`config.mk`:
```
export PLATFORM = sky130hd
export DESIGN_NAME = ssp_master
export DESIGN_NICKNAME = d
export VERILOG_FILES = /design/src/rtl/ssp_pkg.sv /design/src/rtl/ssp_fifo.sv /design/src/rtl/ssp_clkgen.sv /design/src/rtl/ssp_shift.sv /design/src/rtl/ssp_master.sv
export SDC_FILE = /design/constraint.sdc
export NUM_CORES = 1
export LEC_CHECK = 0
export BUFFER_PORTS_ARGS = -buffer_cell sky130_fd_sc_hd__buf_2
export CORE_ASPECT_RATIO = 0.6
export CORE_MARGIN = 8
export CORE_UTILIZATION = 67
export CTS_CLUSTER_SIZE = 16
export DETAILED_ROUTE_END_ITERATION = 16
export GPL_TIMING_DRIVEN = 0
export PLACE_DENSITY_LB_ADDON = 0.15
export SYNTH_ARGS = -nofsm -noshare
export SYNTH_HDL_FRONTEND = slang
export SYNTH_SLANG_ARGS = --single-unit
```
`constraint.sdc`:
```
create_clock -name clk -period 11.85 [get_ports clk]
set_input_delay 1.185 -clock clk [delete_from_list [all_inputs] [get_ports clk]]
set_output_delay 1.185 -clock clk [all_outputs]
set_load 0.03 [all_outputs]
```
`src/rtl/ssp_pkg.sv`:
```
package ssp_pkg;
   // register byte offsets
   localparam int unsigned OFS_CTRL0 = 0;
   localparam int unsigned OFS_CTRL1 = 4;
   localparam int unsigned OFS_DATA  = 8;
   localparam int unsigned OFS_STAT  = 12;
   localparam int unsigned OFS_PRE   = 16;

   // status bit positions
   localparam int unsigned ST_TX_EMPTY = 0;
   localparam int unsigned ST_TX_ROOM  = 1;
   localparam int unsigned ST_RX_AVAIL = 2;
   localparam int unsigned ST_RX_FULL  = 3;
   localparam int unsigned ST_BUSY     = 4;

   // control field positions
   localparam int unsigned C0_POL  = 6;
   localparam int unsigned C0_PHA  = 7;
   localparam int unsigned C0_RATE = 8;
   localparam int unsigned C1_EN   = 1;

   localparam int unsigned REG_W  = 16;
   localparam int unsigned RATE_W = 8;
   localparam int unsigned PRE_W  = 8;

   typedef enum logic {SH_IDLE, SH_RUN} sh_state_e;
endpackage

```
`src/rtl/ssp_fifo.sv`:
```
module ssp_fifo #(
   parameter int unsigned W     = 16,
   parameter int unsigned DEPTH = 8
) (
   input  logic         clk,
   input  logic         rst_n,
   input  logic         push,
   input  logic [W-1:0] wdata,
   input  logic         pop,
   output logic [W-1:0] rdata,
   output logic         empty,
   output logic         full
);
   localparam int unsigned AW = $clog2(DEPTH);
   localparam int unsigned CW = $clog2(DEPTH + 1);

   generate
      if (DEPTH < 2) begin : g_bad_depth
         $error("ssp_fifo: DEPTH must be at least 2");
      end
   endgenerate

   logic [W-1:0]  mem [DEPTH];
   logic [AW-1:0] wp, rp, wp_nx, rp_nx;
   logic [CW-1:0] cnt;
   logic          do_push, do_pop;

   assign full    = (cnt == CW'(DEPTH));
   assign empty   = (cnt == '0);
   assign do_push = push && !full;
   assign do_pop  = pop && !empty;
   assign rdata   = mem[rp];

   generate
      if ((DEPTH & (DEPTH - 1)) == 0) begin : g_pow2
         assign wp_nx = wp + 1'b1;
         assign rp_nx = rp + 1'b1;
      end else begin : g_wrap
         assign wp_nx = (wp == AW'(DEPTH - 1)) ? '0 : wp + 1'b1;
         assign rp_nx = (rp == AW'(DEPTH - 1)) ? '0 : rp + 1'b1;
      end
   endgenerate

   always_ff @(posedge clk) begin
      if (do_push) mem[wp] <= wdata;
   end

   always_ff @(posedge clk or negedge rst_n) begin
      if (!rst_n) begin
         wp  <= '0;
         rp  <= '0;
         cnt <= '0;
      end else begin
         if (do_push) wp <= wp_nx;
         if (do_pop)  rp <= rp_nx;
         case ({do_push, do_pop})
            2'b10:   cnt <= cnt + 1'b1;
            2'b01:   cnt <= cnt - 1'b1;
            default: cnt <= cnt;
         endcase
      end
   end

   assert_no_overflow_R8: assert property (@(posedge clk) disable iff (!rst_n)
      cnt <= CW'(DEPTH));

   // a push into a full queue without a pop leaves it unchanged
   assert_full_drop_R9: assert property (@(posedge clk) disable iff (!rst_n)
      (push && full && !pop) |=> (cnt == $past(cnt)));

   assert_empty_pop_R9: assert property (@(posedge clk) disable iff (!rst_n)
      (pop && empty && !push) |=> empty);
endmodule

```
`src/rtl/ssp_clkgen.sv`:
```
module ssp_clkgen #(
   parameter int unsigned HALF_W = 7,
   parameter int unsigned RATE_W = 8
) (
   input  logic              clk,
   input  logic              rst_n,
   input  logic              run,
   input  logic [HALF_W-1:0] half_div,
   input  logic [RATE_W-1:0] rate,
   output logic              tick
);
   localparam int unsigned GAP_W = HALF_W + RATE_W + 1;

   logic [HALF_W-1:0] half_eff, pre_cnt;
   logic [RATE_W-1:0] rate_cnt;
   logic              pre_wrap;

   assign half_eff = (half_div == '0) ? HALF_W'(1) : half_div;
   assign pre_wrap = (pre_cnt == half_eff - 1'b1);
   assign tick     = run && pre_wrap && (rate_cnt == rate);

   always_ff @(posedge clk or negedge rst_n) begin
      if (!rst_n) begin
         pre_cnt  <= '0;
         rate_cnt <= '0;
      end else if (!run) begin
         pre_cnt  <= '0;
         rate_cnt <= '0;
      end else if (pre_wrap) begin
         pre_cnt  <= '0;
         rate_cnt <= (rate_cnt == rate) ? '0 : rate_cnt + 1'b1;
      end else begin
         pre_cnt <= pre_cnt + 1'b1;
      end
   end

   // independent cycle counter for the half-period check
   logic [GAP_W-1:0] gap;
   logic [GAP_W-1:0] gap_exp;
   assign gap_exp = GAP_W'(half_eff) * (GAP_W'(rate) + 1'b1) - 1'b1;

   always_ff @(posedge clk or negedge rst_n) begin
      if (!rst_n)           gap <= '0;
      else if (!run || tick) gap <= '0;
      else                  gap <= gap + 1'b1;
   end

   assert_half_period_R4: assert property (@(posedge clk) disable iff (!rst_n)
      tick |-> (gap == gap_exp));
endmodule

```
`src/rtl/ssp_shift.sv`:
```
module ssp_shift
   import ssp_pkg::*;
#(
   parameter int unsigned DW = 16
) (
   input  logic                   clk,
   input  logic                   rst_n,
   input  logic                   en,
   input  logic                   pol,
   input  logic                   pha,
   input  logic [$clog2(DW)-1:0]  nbm1,
   input  logic                   tick,
   input  logic                   tx_avail,
   input  logic [DW-1:0]          tx_word,
   input  logic                   miso,
   output logic                   tx_pop,
   output logic                   rx_push,
   output logic [DW-1:0]          rx_word,
   output logic                   active,
   output logic                   sclk,
   output logic                   mosi,
   output logic                   cs_n
);
   localparam int unsigned NB_W = $clog2(DW);
   localparam int unsigned EW   = NB_W + 2;

   sh_state_e     state;
   logic [DW-1:0] tx_sr, rx_sr;
   logic [EW-1:0] edge_q, last_q;
   logic          f_pha, f_pol, sclk_q, csn_q;
   logic          sample_e, fin;

   assign tx_pop   = (state == SH_IDLE) && en && tx_avail;
   assign sample_e = (edge_q[0] == f_pha);
   assign fin      = (state == SH_RUN) && en && tick && (edge_q == last_q);
   assign rx_push  = fin;
   assign rx_word  = f_pha ? {rx_sr[DW-2:0], miso} : rx_sr;
   assign active   = (state == SH_RUN);
   assign sclk     = sclk_q;
   assign mosi     = tx_sr[DW-1];
   assign cs_n     = csn_q;

   always_ff @(posedge clk or negedge rst_n) begin
      if (!rst_n) begin
         state  <= SH_IDLE;
         tx_sr  <= '0;
         rx_sr  <= '0;
         edge_q <= '0;
         last_q <= '0;
         f_pha  <= 1'b0;
         f_pol  <= 1'b0;
         sclk_q <= 1'b0;
         csn_q  <= 1'b1;
      end else if (state == SH_IDLE) begin
         sclk_q <= pol;
         csn_q  <= 1'b1;
         if (tx_pop) begin
            state  <= SH_RUN;
            csn_q  <= 1'b0;
            tx_sr  <= tx_word << (NB_W'(DW - 1) - nbm1);
            rx_sr  <= '0;
            edge_q <= '0;
            last_q <= EW'({nbm1, 1'b1});
            f_pha  <= pha;
            f_pol  <= pol;
         end
      end else if (!en) begin
         state  <= SH_IDLE;
         csn_q  <= 1'b1;
         sclk_q <= f_pol;
      end else if (tick) begin
         sclk_q <= ~sclk_q;
         edge_q <= edge_q + 1'b1;
         if (sample_e)
            rx_sr <= {rx_sr[DW-2:0], miso};
         else if (edge_q != '0)
            tx_sr <= {tx_sr[DW-2:0], 1'b0};
         if (fin) begin
            state <= SH_IDLE;
            csn_q <= 1'b1;
         end
      end
   end

   assert_abort_R7: assert property (@(posedge clk) disable iff (!rst_n)
      !en |=> cs_n);

   assert_idle_level_R6: assert property (@(posedge clk) disable iff (!rst_n)
      $rose(cs_n) |-> (sclk == f_pol));

   assert_frame_close_R11: assert property (@(posedge clk) disable iff (!rst_n)
      rx_push |=> cs_n);

   assert_frame_open_R11: assert property (@(posedge clk) disable iff (!rst_n)
      tx_pop |=> !cs_n);
endmodule

```
`src/rtl/ssp_master.sv`:
```
module ssp_master
   import ssp_pkg::*;
#(
   parameter int unsigned DW         = 16,
   parameter int unsigned FIFO_DEPTH = 8,
   parameter int unsigned ADDR_W     = 5
) (
   input  logic              clk,
   input  logic              rst_n,
   input  logic              bus_wr,
   input  logic              bus_rd,
   input  logic [ADDR_W-1:0] bus_addr,
   input  logic [15:0]       bus_wdata,
   output logic [15:0]       bus_rdata,
   output logic              sclk,
   output logic              mosi,
   input  logic              miso,
   output logic              cs_n
);
   localparam int unsigned NB_W = $clog2(DW);

   generate
      if (DW < 4 || DW > 16) begin : g_bad_dw
         $error("ssp_master: DW must lie in 4..16");
      end
      if (ADDR_W < 5) begin : g_bad_aw
         $error("ssp_master: ADDR_W must be at least 5");
      end
   endgenerate

   logic [REG_W-1:0] ctrl0_q;
   logic             en_q;
   logic [PRE_W-1:0] pre_q;

   logic sel_c0, sel_c1, sel_dat, sel_st, sel_pre;
   assign sel_c0  = (bus_addr == ADDR_W'(OFS_CTRL0));
   assign sel_c1  = (bus_addr == ADDR_W'(OFS_CTRL1));
   assign sel_dat = (bus_addr == ADDR_W'(OFS_DATA));
   assign sel_st  = (bus_addr == ADDR_W'(OFS_STAT));
   assign sel_pre = (bus_addr == ADDR_W'(OFS_PRE));

   always_ff @(posedge clk or negedge rst_n) begin
      if (!rst_n) begin
         ctrl0_q <= '0;
         en_q    <= 1'b0;
         pre_q   <= '0;
      end else if (bus_wr) begin
         if (sel_c0)  ctrl0_q <= bus_wdata;
         if (sel_c1)  en_q    <= bus_wdata[C1_EN];
         if (sel_pre) pre_q   <= {bus_wdata[PRE_W-1:1], 1'b0};
      end
   end

   // frame length field, clamped to the supported range
   logic [3:0]      dss;
   logic [NB_W-1:0] nbm1;
   assign dss = ctrl0_q[3:0];
   generate
      if (DW == 16) begin : g_full_dss
         assign nbm1 = (dss < 4'd3) ? NB_W'(3) : NB_W'(dss);
      end else begin : g_clamp_dss
         assign nbm1 = (dss < 4'd3)      ? NB_W'(3) :
                       (dss > 4'(DW-1))  ? NB_W'(DW - 1) : NB_W'(dss);
      end
   endgenerate

   // queues
   logic          tx_push, tx_pop, tx_empty, tx_full;
   logic          rx_push, rx_pop, rx_empty, rx_full;
   logic [DW-1:0] tx_head, rx_head, rx_word;

   assign tx_push = bus_wr && sel_dat;
   assign rx_pop  = bus_rd && sel_dat;

   ssp_fifo #(.W(DW), .DEPTH(FIFO_DEPTH)) u_txq (
      .clk(clk), .rst_n(rst_n), .push(tx_push), .wdata(bus_wdata[DW-1:0]),
      .pop(tx_pop), .rdata(tx_head), .empty(tx_empty), .full(tx_full));

   ssp_fifo #(.W(DW), .DEPTH(FIFO_DEPTH)) u_rxq (
      .clk(clk), .rst_n(rst_n), .push(rx_push), .wdata(rx_word),
      .pop(rx_pop), .rdata(rx_head), .empty(rx_empty), .full(rx_full));

   // bit clock divider and shift engine
   logic tick, active;

   ssp_clkgen #(.HALF_W(PRE_W - 1), .RATE_W(RATE_W)) u_clk (
      .clk(clk), .rst_n(rst_n), .run(active),
      .half_div(pre_q[PRE_W-1:1]),
      .rate(ctrl0_q[C0_RATE +: RATE_W]),
      .tick(tick));

   ssp_shift #(.DW(DW)) u_shift (
      .clk(clk), .rst_n(rst_n), .en(en_q),
      .pol(ctrl0_q[C0_POL]), .pha(ctrl0_q[C0_PHA]), .nbm1(nbm1),
      .tick(tick), .tx_avail(!tx_empty), .tx_word(tx_head), .miso(miso),
      .tx_pop(tx_pop), .rx_push(rx_push), .rx_word(rx_word),
      .active(active), .sclk(sclk), .mosi(mosi), .cs_n(cs_n));

   // register readback
   logic [REG_W-1:0] status;
   always_comb begin
      status = '0;
      status[ST_TX_EMPTY] = tx_empty;
      status[ST_TX_ROOM]  = !tx_full;
      status[ST_RX_AVAIL] = !rx_empty;
      status[ST_RX_FULL]  = rx_full;
      status[ST_BUSY]     = active || !tx_empty;
   end

   always_comb begin
      bus_rdata = '0;
      if (sel_c0)  bus_rdata = ctrl0_q;
      if (sel_c1)  bus_rdata[C1_EN] = en_q;
      if (sel_dat) bus_rdata = rx_empty ? '0 : REG_W'(rx_head);
      if (sel_st)  bus_rdata = status;
      if (sel_pre) bus_rdata = REG_W'(pre_q);
   end

   // a frame only starts with the port enabled and the status busy
   assert_start_busy_R10: assert property (@(posedge clk) disable iff (!rst_n)
      $fell(cs_n) |-> (status[ST_BUSY] && en_q));
endmodule

```
# ---- Yosys cells after proc, flatten, opt, wreduce, memory -nomap -nowiden
# Memories as Yosys holds them, arrays and structs flattened.
# Cells that the tools add are included.
dict set report totals {
  memories 2
  input_bits 26
  out_inout_bits 19
  ram_bits 256
  reg_bits 107
}
dict set report op_classes {
  n_shift 1
  n_eq_ne 22
  n_reduce_logical 34
  n_lt_le_gt_ge 1
  n_mux 48
  bitwise 2
  add_sub_neg 13
}
# name words width read_ports rd_ports_with_merged_regs wr line_no
set mem_list {}
lappend mem_list {u_rxq.mem 8 16 1 0 1 ssp_fifo.sv:23} ;# logic [W-1:0] mem [DEPTH];
lappend mem_list {u_txq.mem 8 16 1 0 1 ssp_fifo.sv:23}
# operator n
set op_table {}
lappend op_table {{$mux W16} 17}
lappend op_table {{$mux W6} 4}
lappend op_table {{$mux W8} 3}
lappend op_table {{$mux W7} 3}
lappend op_table {{$mux W1} 18}
lappend op_table {{$pmux W4 S2} 2}
lappend op_table {{$shl A16 B4 Y16} 1}
lappend op_table {{$logic_and A1 B1 Y1} 13}
lappend op_table {{$add A3 B1 Y3 const B} 4}
lappend op_table {{$eq A5 B4 Y1 const B} 2}
lappend op_table {{$ne A2 B2 Y1 const B} 5}
lappend op_table {{$reduce_and A2 Y1} 5}
lappend op_table {{$add A4 B1 Y4 const B} 2}
lappend op_table {{$add A8 B1 Y8 const B} 1}
lappend op_table {{$eq A4 B4 Y1 const B} 2}
lappend op_table {{$eq A8 B8 Y1} 1}
lappend op_table {{$logic_not A4 Y1} 2}
lappend op_table {{$sub A4 B1 Y4 const B} 2}
lappend op_table {{$add A7 B1 Y7 const B} 1}
lappend op_table {{$eq A7 B7 Y1} 1}
lappend op_table {{$logic_not A7 Y1} 1}
lappend op_table {{$sub A7 B1 Y7 const B} 1}
lappend op_table {{$add A6 B1 Y6 const B} 1}
lappend op_table {{$eq A6 B5 Y1} 1}
lappend op_table {{other kinds (20)} 28}

# ---- Logic depth before layout (Yosys ltp)
# Gate-level depths: netlist (run 1).
dict set report depth {
  ltp_word 12
  mapped_depth 18
  depth_no_buf 17
}

# ---- By module
# From an unflattened synthesis (run 1), not the netlist that was laid out.
dict set report unflattened {
  cells_unflattened 1050
  area_unflattened_um2 16762.3
}
# module cells_per_inst area_each_um2 n_inst
set by_module_without_submodules {}
lappend by_module_without_submodules {ssp_fifo 253 5556.6 2}
lappend by_module_without_submodules {ssp_shift 305 3104.2 1}
lappend by_module_without_submodules {ssp_master 111 1411.4 1}
lappend by_module_without_submodules {ssp_clkgen 128 1133.6 1}

# ---- Worst setup path after synthesis (run 1)
# Ideal clock, no wire load.
dict set report synth_path {
  path_kind {register to register}
  from {register pre_q[7]}
  to {memory u_rxq.mem[4][0], enable pin}
  t_arrival_ns 4.423
  setup_slack_ns 7.018
  required_ns 11.441
  stages_incl_launch_ff 13
  cell_sequence {dfrtp_1 or3_1 o41ai_1 inv_1 ha_1 nand2b_1 o211a_1 o31a_1 a2111o_1 buf_2 nor4_1 nand3_1 nor3_1}
}
dict set report synth_via {
  elab_chain_cells 11
}
# element line_no
set synth_lines {}
lappend synth_lines {{start, declared} ssp_master.sv:33} ;# logic [PRE_W-1:0] pre_q;
lappend synth_lines {{start signal, assigned} ssp_master.sv:50} ;# if (sel_pre) pre_q <= {bus_wdata[PRE_W-1:1], 1'b0};
lappend synth_lines {{$logic_not A7 Y1} ssp_clkgen.sv:18} ;# assign half_eff = (half_div == '0) ? HALF_W'(1) : half_div;
lappend synth_lines {{$mux W7 (*)} ssp_clkgen.sv:18}
lappend synth_lines {{$sub A7 B1 Y7 (*)} ssp_clkgen.sv:19} ;# assign pre_wrap = (pre_cnt == half_eff - 1'b1);
lappend synth_lines {{$eq A7 B7 Y1 (*)} ssp_clkgen.sv:19}
lappend synth_lines {{$logic_and A1 B1 Y1 (*) (2 in a row)} ssp_clkgen.sv:20} ;# assign tick = run && pre_wrap && (rate_cnt == rate);
lappend synth_lines {{$logic_and A1 B1 Y1 (*) (2 in a row)} ssp_shift.sv:35} ;# assign fin = (state == SH_RUN) && en && tick && (edge_q == last_q);
lappend synth_lines {{$logic_and A1 B1 Y1 (*)} ssp_fifo.sv:30} ;# assign do_push = push && !full;
lappend synth_lines {{$mux W1 (*)} ssp_fifo.sv:45} ;# if (do_push) mem[wp] <= wdata;
lappend synth_lines {{$mux W1 (implied by the code) (*)} ssp_fifo.sv:45}
lappend synth_lines {{end, declared} ssp_fifo.sv:23}
# Mark *: on every way between the ends. The rest lies on a longest branch, timed or not.

# ---- Worst setup path in the final report (run 1)
dict set report layout_path {
  from {register pre_q[7]}
  to {memory u_rxq.mem[4][12], enable pin}
}
# Same word-level chain as after synthesis.

==> results of run 1 <==
## routing by layer
layer  global-route usage, %  wire length (um)  vias up
li1                        -                 -     4315
met1                    41.0             16800     5061
met2                    36.9             16300      635
met3                    8.16              4920       58
met4                    5.73               718        2
met5                       0                 8        -
## worst register-to-register path, stage by stage, from the launching register on
cell	delay, ns
dfrtp_1	0.45
or3_1	0.43
o41ai_1	0.54
inv_1	0.10
ha_1	0.24
nand2b_1	0.18
o211a_1	0.15
o31a_1	0.31
a2111o_1	0.40
buf_2	0.22
nor4_1	0.58
nand3_1	0.34
nor3_2	0.79
buf_6	0.27
## cell usage in the layout (no fill, tap or decap), types with 8 or more instances in the layout
cell type  instances
nor2_2            13
buf_8             11
clkinv_1           9
a22oi_1           12
ha_1              15
mux2_2            61
nor3b_1            8
clkbuf_1          44
mux4_2            57
a22o_1            22
o22ai_1           10
nand2_1           84
a21oi_1           31
buf_2             51
edfxtp_1         256
nor2_1            43
nand3_1           16
xor2_1            25
nand2b_1          13
nor3_1            18
clkbuf_16         31
xnor2_1           19
inv_1             20
o21ai_0           36
mux2i_1           39
nor4_1             9
dfrtp_1          106
## power breakdown
part | internal, uW | switching (uW) | leakage, uW
combinational | 450 | 645 | 0.00232
clock | 528 | 447 | 0.000459
sequential | 1430 | 84.0 | 0.00375
total | 2410 | 1180 | 0.00653
## path summary, 6_finish.rpt
path | startpoint | to | slack, ns | cells after the start
worst max-delay path | pre_q[7] | u_rxq.mem[4][12] | 6.54 | 13
worst min-delay path | u_shift.f_pol | u_shift.f_pol | 0.48 | 2
worst max register to register | pre_q[7] | u_rxq.mem[4][12] | 6.54 | 13
worst min register to register | u_shift.f_pol | u_shift.f_pol | 0.48 | 2
max in group asynchronous | rst_n | u_shift.rx_sr[7] | 10.52 | 2
min in group asynchronous | rst_n | u_rxq.cnt[1] | 0.56 | 1
## flip-flops by register name (all words and copies together) (netlist names), 3 cells and up
| name | cells |
|---|---|
| ctrl0_q | 16 |
| pre_q | 7 |
| u_clk.pre_cnt | 7 |
| u_clk.rate_cnt | 8 |
| u_rxq.cnt | 4 |
| u_rxq.mem | 128 |
| u_rxq.rp | 3 |
| u_rxq.wp | 3 |
| u_shift.edge_q | 6 |
| u_shift.last_q | 5 |
| u_shift.rx_sr | 16 |
| u_shift.tx_sr | 16 |
| u_txq.cnt | 4 |
| u_txq.mem | 128 |
| u_txq.rp | 3 |
| u_txq.wp | 3 |
## cell type report
type                       count  area (um^2)
sequential                   363        10400
fill                        1408         5420
multi-input combinational    633         5350
clock buffer                  43          821
timing repair buffer          60          479
tap                          315          394
buffer                        49          199
clock inverter                14          125
inverter                      22         82.6
antenna                        1         2.50
## stage by stage
stage / std cells / setup slack [ns] / hold slack, ns / utilization (%) / total power [uW]
floorplan: 1067 / 7.02 / 0.438 / - / 2280
global placement: 1425 / 5.44 / 0.453 / 71.2 / 2570
detailed placement: 1442 / 6.68 / 0.465 / 72.6 / 2590
CTS: 1499 / 6.49 / 0.480 / 76.7 / 3560
global route: 1500 / 6.23 / 0.521 / 76.7 / 3730
finish: 1500 / 6.54 / 0.483 / 76.7 / 3590
## cells by family (layout without fill, tap and decap cells)
group,after synthesis,after routing,share of synthesized area (%)
adders and majority gates,16,16,1.30
other,0,1,0
and+or+nand+nor,244,244,7.28
buffers and inverters,71,188,1.76
xor gates and xnor gates,44,44,2.42
muxes,157,157,14.8
DFF,363,363,65.0
AOI/OAI and AO/OA,172,172,7.44
==> summary.md, run 1 <==
| Metric | Value |
|---|---|
| Status | completed |
| Post-synth top area share | 48.2% |
| Max VDD drop | 142 uV |
| Most common cell in the netlist | edfxtp_1 |
| Post-synth cell types | 65 |
| I/O Pins | 45 |
| Largest area contributor in the netlist | edfxtp_1 |
| Tmin final | 5.31 ns |
| Router iterations before antenna repair | 6 |
| Slew @ Worst Pin | 0.980 ns |
| Routability cong. | 1.03 |
| Number of global-route vias before repair | 9780 |
| PwrDens | 201 nW/um^2 |
| TritonCTS sink count | 363 |
| Clock transition at the registers of the reported paths | 0.07 ns |
| Global-route wire length before repair | 58.8 mm |
| RSZ-0062 raised after global routing | no |
| Seq/Total Area, Yosys | 65.0% |
| Die Wd | 215 um |
| Clk Tree Root Cell | clkbuf_16 |
| Row count | 43 |
| CORE AREA | 23200 um^2 |
| Worst Path Max Fanout | 10 |
| Global route total overflow | 0 |
| Startpoint types | register |
| Area growth syn-to-layout | 11.7% |
| Area contributors post-synth | edfxtp_1 48%, dfrtp_1 17%, mux4_2 8.0%, mux2_2 4.3%, mux2i_1 2.4% |
| Post-route ant nets | 0 |
| Share of layout cells above drive strength 1 | 21.5% |
| Achievable Freq | 188 MHz |
| Syn_nets | 1109 |
| FFs w/ async S/R, synth | 29.5% |
| Cells after Synth | 1067 |
| Most frequent cells after synthesis | 256 x edfxtp_1, 106 x dfrtp_1, 84 x nand2_1, 61 x mux2_2, 57 x mux4_2 |
| Critical path, cell by cell | or3_1, o41ai_1, inv_1, ha_1, nand2b_1, o211a_1, o31a_1, a2111o_1, buf_2, nor4_1, nand3_1, nor3_2, buf_6 |
| Final setup viols | 0 |
| CP bufs+invs | 3 |
| Initial antenna violation count | 2 |
| Initial DRC count | 1347 |
| Critical Path RT | 12.13 ns |
| Area after DPL | 16900 um^2 |
| Cts-stage hold buffer count | 0 |
| Full die area | 29200 um^2 |
| Critical path class | register to register |
| Worst min path class | register to register |
| Delay-heaviest family, CP | simple AND/OR/NAND/NOR gates |
| Yosys Warn Count | 0 |
| Avg WL per Cell | 25.8 um |
| CTS H-tree lvls | 1 |
| Crit path largest cell delay | 0.79 ns |
| Worst Skew | 0.0166 ns |
| # Max-Cap Violations | 0 |
| Routed via count | 10071 |
| CTS Buf Count | 31 |
| Routed WL | 38.7 mm |
| Period utilization | 44.8% |
| TritonCTS clock tree | yes |
| Post-route setup TNS | 0 ns |
| Post-CTS Repair Setup Buffers | 0 |
| Slew margin rel. | 34.7% |
| Cts repair resizes | 0 |
| PortBufs | 43 |
| Top_reg_cell synth | edfxtp_1 |
| Final hold viol count | 0 |
| Critical Path AT | 5.60 ns |
| Final Max Tran Viols | 0 |
| DP Wirelength | 27.1 mm |
| Critical-path top delay cell | nor3_2 |
| Total global-route track usage | 26.6% |
| Syn Std Cell Area | 16000 um^2 |
| Clock Path Buffers | 3 |
| Number of enable flip-flop cells after synthesis | 256 |
| Flops & latches, synth | 363 |
| Avg Inst Size Synth | 14.9 um^2 |
| Final Instance Area | 17800 um^2 |
| Leakage power | 0.00653 uW |
| Vias per inst | 6.71 |
| Largest net degree at the start of global routing | 71 |
| Worst-Skew Late Latency | 0.59 ns |
| Initial Utilization | 68.6% |
| Residual DRC | 0 |
| Fin nets | 1202 |
| Die Y | 136 um |
| CP Capture Type | register |
Note: power is estimated with default switching activity, not from simulation.
==> run 2, diff against run 1 <==
Settings changed: ABC_AREA set to 1, CORE_UTILIZATION 67 to 56.
Clock period 11.85 ns to 4.3 ns, I/O delays scaled along.
==> summary.md, run 2 <==
| Metric | Value |
|---|---|
| Post-route setup TNS | 0 ns |
| Final setup viols | 0 |
| Critical Path RT | 4.74 ns |
| FFs w/ async S/R, synth | 29.5% |
| Worst Path Max Fanout | 6 |
| Critical path class | register to register |
| Number of global-route vias before repair | 12190 |
| Total global-route track usage | 25.5% |
| Vias per inst | 5.75 |
| Initial Utilization | 56.6% |
| Most common cell in the netlist | nand2_1 |
| Critical Path AT | 4.11 ns |
| Post-route ant nets | 0 |
| Initial antenna violation count | 1 |
| Area after DPL | 17900 um^2 |
| Worst-Skew Late Latency | 0.53 ns |
| Period utilization | 85.4% |
| Leakage power | 0.00789 uW |
| Most frequent cells in the layout | 415 x nand2_1, 256 x edfxtp_1, 175 x nor2_1, 167 x inv_1, 163 x nand3_1 |
| I/O Pins | 45 |
| Fin nets | 1874 |
| Worst min path class | primary input to register |
| Post-synth top area share | 45.7% |
| CTS H-tree lvls | 2 |
| Tmin final | 3.67 ns |
| Fill cells | 2387 |
| Cells after Synth | 1732 |
| Metal-1 WL | 21.0 mm |
| # diodes | 0 |
| Routed via count | 13027 |
| Achievable Freq | 272 MHz |
| Worst Setup Slack, final | 0.627 ns |
| CP Capture Type | register |
| Pre-CTS WS | 0.666 ns |
| Post-CTS Repair Setup Buffers | 0 |
| TritonCTS clock tree | yes |
| Dpl cells | 2202 |
| Final Max Tran Viols | 0 |
| Hold path cells | 1 |
| Startpoint types | register |
| Global-route wire length before repair | 70.2 mm |
| Top_reg_cell synth | edfxtp_1 |
| Global route total overflow | 0 |
| Utilization of the core after routing | 64.4% |
| Largest net degree at the start of global routing | 70 |
| Clk Tree Root Cell | clkbuf_16 |
| Area contributors post-synth | edfxtp_1 46%, dfrtp_1 16%, nand2_1 9.3%, nand3_1 4.9%, nor2_1 4.1% |
| Router iterations before antenna repair | 6 |
| # Max-Cap Violations | 0 |
| Non-filler instance count after layout | 2266 |
| Largest area contributor in the netlist | edfxtp_1 |
| Yosys Warn Count | 0 |
| Syn Std Cell Area | 16800 um^2 |
| Seq/Total Area, Yosys | 61.6% |
| Worst Skew | 0.0179 ns |
| CTS Buf Count | 35 |
| Full die area | 36000 um^2 |
| Avg Inst Size Synth | 9.71 um^2 |
| Initial DRC count | 1581 |
| Most frequent cells after synthesis | 415 x nand2_1, 256 x edfxtp_1, 185 x nor2_1, 167 x inv_1, 163 x nand3_1 |
| Met2 WL | 17.7 mm |
| Share of layout cells above drive strength 1 | 11.4% |
| Worst-case reg-to-reg path depth | 23 |
| Residual DRC | 0 |
| Die Wd | 240 um |
| Top Layer Used | met5 |
| Final Instance Area | 19100 um^2 |
| Routability cong. | 0.939 |
| Number of enable flip-flop cells after synthesis | 256 |
| Max VDD drop | 338 uV |
| Die Y | 150 um |
| Slew margin rel. | 13.1% |
| Status | completed |
| TritonCTS sink count | 363 |
| Area growth syn-to-layout | 13.8% |
| PortBufs | 44 |
| Final hold viol count | 0 |
| Clock Path Buffers | 3 |
| Syn_nets | 1774 |
| Avg WL per Cell | 20.1 um |
| Cts repair resizes | 0 |
| PwrDens | 579 nW/um^2 |
| Clock transition at the registers of the reported paths | 0.07 ns |
| RSZ-0062 raised after global routing | no |
| CORE AREA | 29700 um^2 |
| Slew @ Worst Pin | 1.29 ns |
| DP Wirelength | 33.1 mm |
| Row count | 49 |
| Top flop regs | u_rxq.mem x128, u_txq.mem x128 |
| Post-synth cell types | 47 |
| Met3 wire len | 6.07 mm |
| Commonest non-fill, non-tap cell in the layout | nand2_1 |
| Flops & latches, synth | 363 |
| Routed WL | 45.7 mm |
run 2: cell types whose count changed after synthesis, moves of 12 or more:
| cell | previous run | this run |
|---|---|---|
| mux2_2 | 61 | 7 |
| mux2i_1 | 39 | 0 |
| nand3_1 | 16 | 163 |
| a22o_1 | 22 | 1 |
| nor2_1 | 55 | 185 |
| inv_1 | 20 | 167 |
| o221ai_1 | 0 | 21 |
| o21ai_0 | 36 | 126 |
| nand2b_1 | 13 | 0 |
| clkbuf_1 | 32 | 48 |
| buf_2 | 9 | 23 |
| nand2_2 | 0 | 12 |
| nand2_1 | 84 | 415 |
| mux4_2 | 57 | 0 |
run 2: cells by family after synthesis:
| logic type | after synthesis | synth area share, % |
|---|---|---|
| multiplexers | 7 | 0.469 |
| flip-flops | 363 | 61.6 |
| AO/OA/AOI/OAI | 237 | 8.21 |
| adder cells (fa/ha/maj) | 16 | 1.23 |
| buffers and inverters | 253 | 6.03 |
| XOR/XNOR | 32 | 1.67 |
| AND/OR/NAND/NOR | 824 | 20.7 |
run 2: path summary, 6_finish.rpt:
| path | from | to | slack, ns |
|---|---|---|---|
| worst max-delay path | pre_q[6] | u_rxq.cnt[2] | 0.63 |
| worst min-delay path | bus_wdata[0] | u_txq.mem[2][0] | 0.20 |
| worst max register to register | pre_q[6] | u_rxq.cnt[2] | 0.63 |
| worst min register to register | u_shift.last_q[0] | u_shift.last_q[0] | 0.47 |
| max in group asynchronous | rst_n | u_clk.rate_cnt[4] | 3.11 |
| min in group asynchronous | rst_n | u_shift.tx_sr[5] | 0.44 |
run 2: area by class of cell:
type                            count  area, um^2  share of cell area [%]
Tap cell                          408         510                    2.67
Timing Repair Buffer               63         531                    2.77
Inverter                          174         658                    3.44
Sequential cell                   363       10400                    54.2
Multi-Input combinational cell   1116        5490                    28.7
Buffer                             79         357                    1.86
Clock buffer                       44         982                    5.13
Clock inverter                     19         245                    1.28
run 2: worst max-delay path, stage by stage, from the launching register on:
cell and delay (ns):
dfrtp_1 0.48, nor2_2 0.20, nand3_2 0.10, nand2_2 0.10, inv_1 0.05, ha_1 0.23, nand2_1 0.13, nand2_1 0.06
nand2_1 0.05, nand2_1 0.04, nor2_1 0.10, nand3_1 0.11, nor2_4 0.22, nand3_4 0.17, inv_1 0.14, nand4_1 0.17
ha_1 0.29, nand2_1 0.09, inv_1 0.05, nor2_1 0.13, ha_1 0.17, a21oi_1 0.05, or2_2 0.30, a21oi_1 0.14
run 2: power by group:
| part | leakage [uW] | total (uW) | internal (uW) | switching (uW) |
|---|---|---|---|---|
| clock | 0.000603 | 3310 | 1980 | 1320 |
| combinational | 0.00358 | 3620 | 1010 | 2610 |
| sequential | 0.00371 | 4150 | 3960 | 187 |
| total | 0.00789 | 11100 | 6950 | 4120 |
run 2: metal layers:
layer  GRT usage, %  up-vias
met5              0        -
li1               -     6028
met3           8.21       79
met4           6.02        2
met1           39.5     6202
met2           34.1      716
run 2: timing repair:
item,in CTS,in global routing
hold buffers,1,0
setup endpoints to repair,0,0
endpoints found under the hold margin,37,0
run 2: through the flow:
step	total power, uW	hold WS (ns)
final	11100	0.195
after global routing	11600	0.196
after CTS	11000	0.186
after detailed placement	7700	0.446
after global placement	7620	0.451
after floorplan	6530	0.134
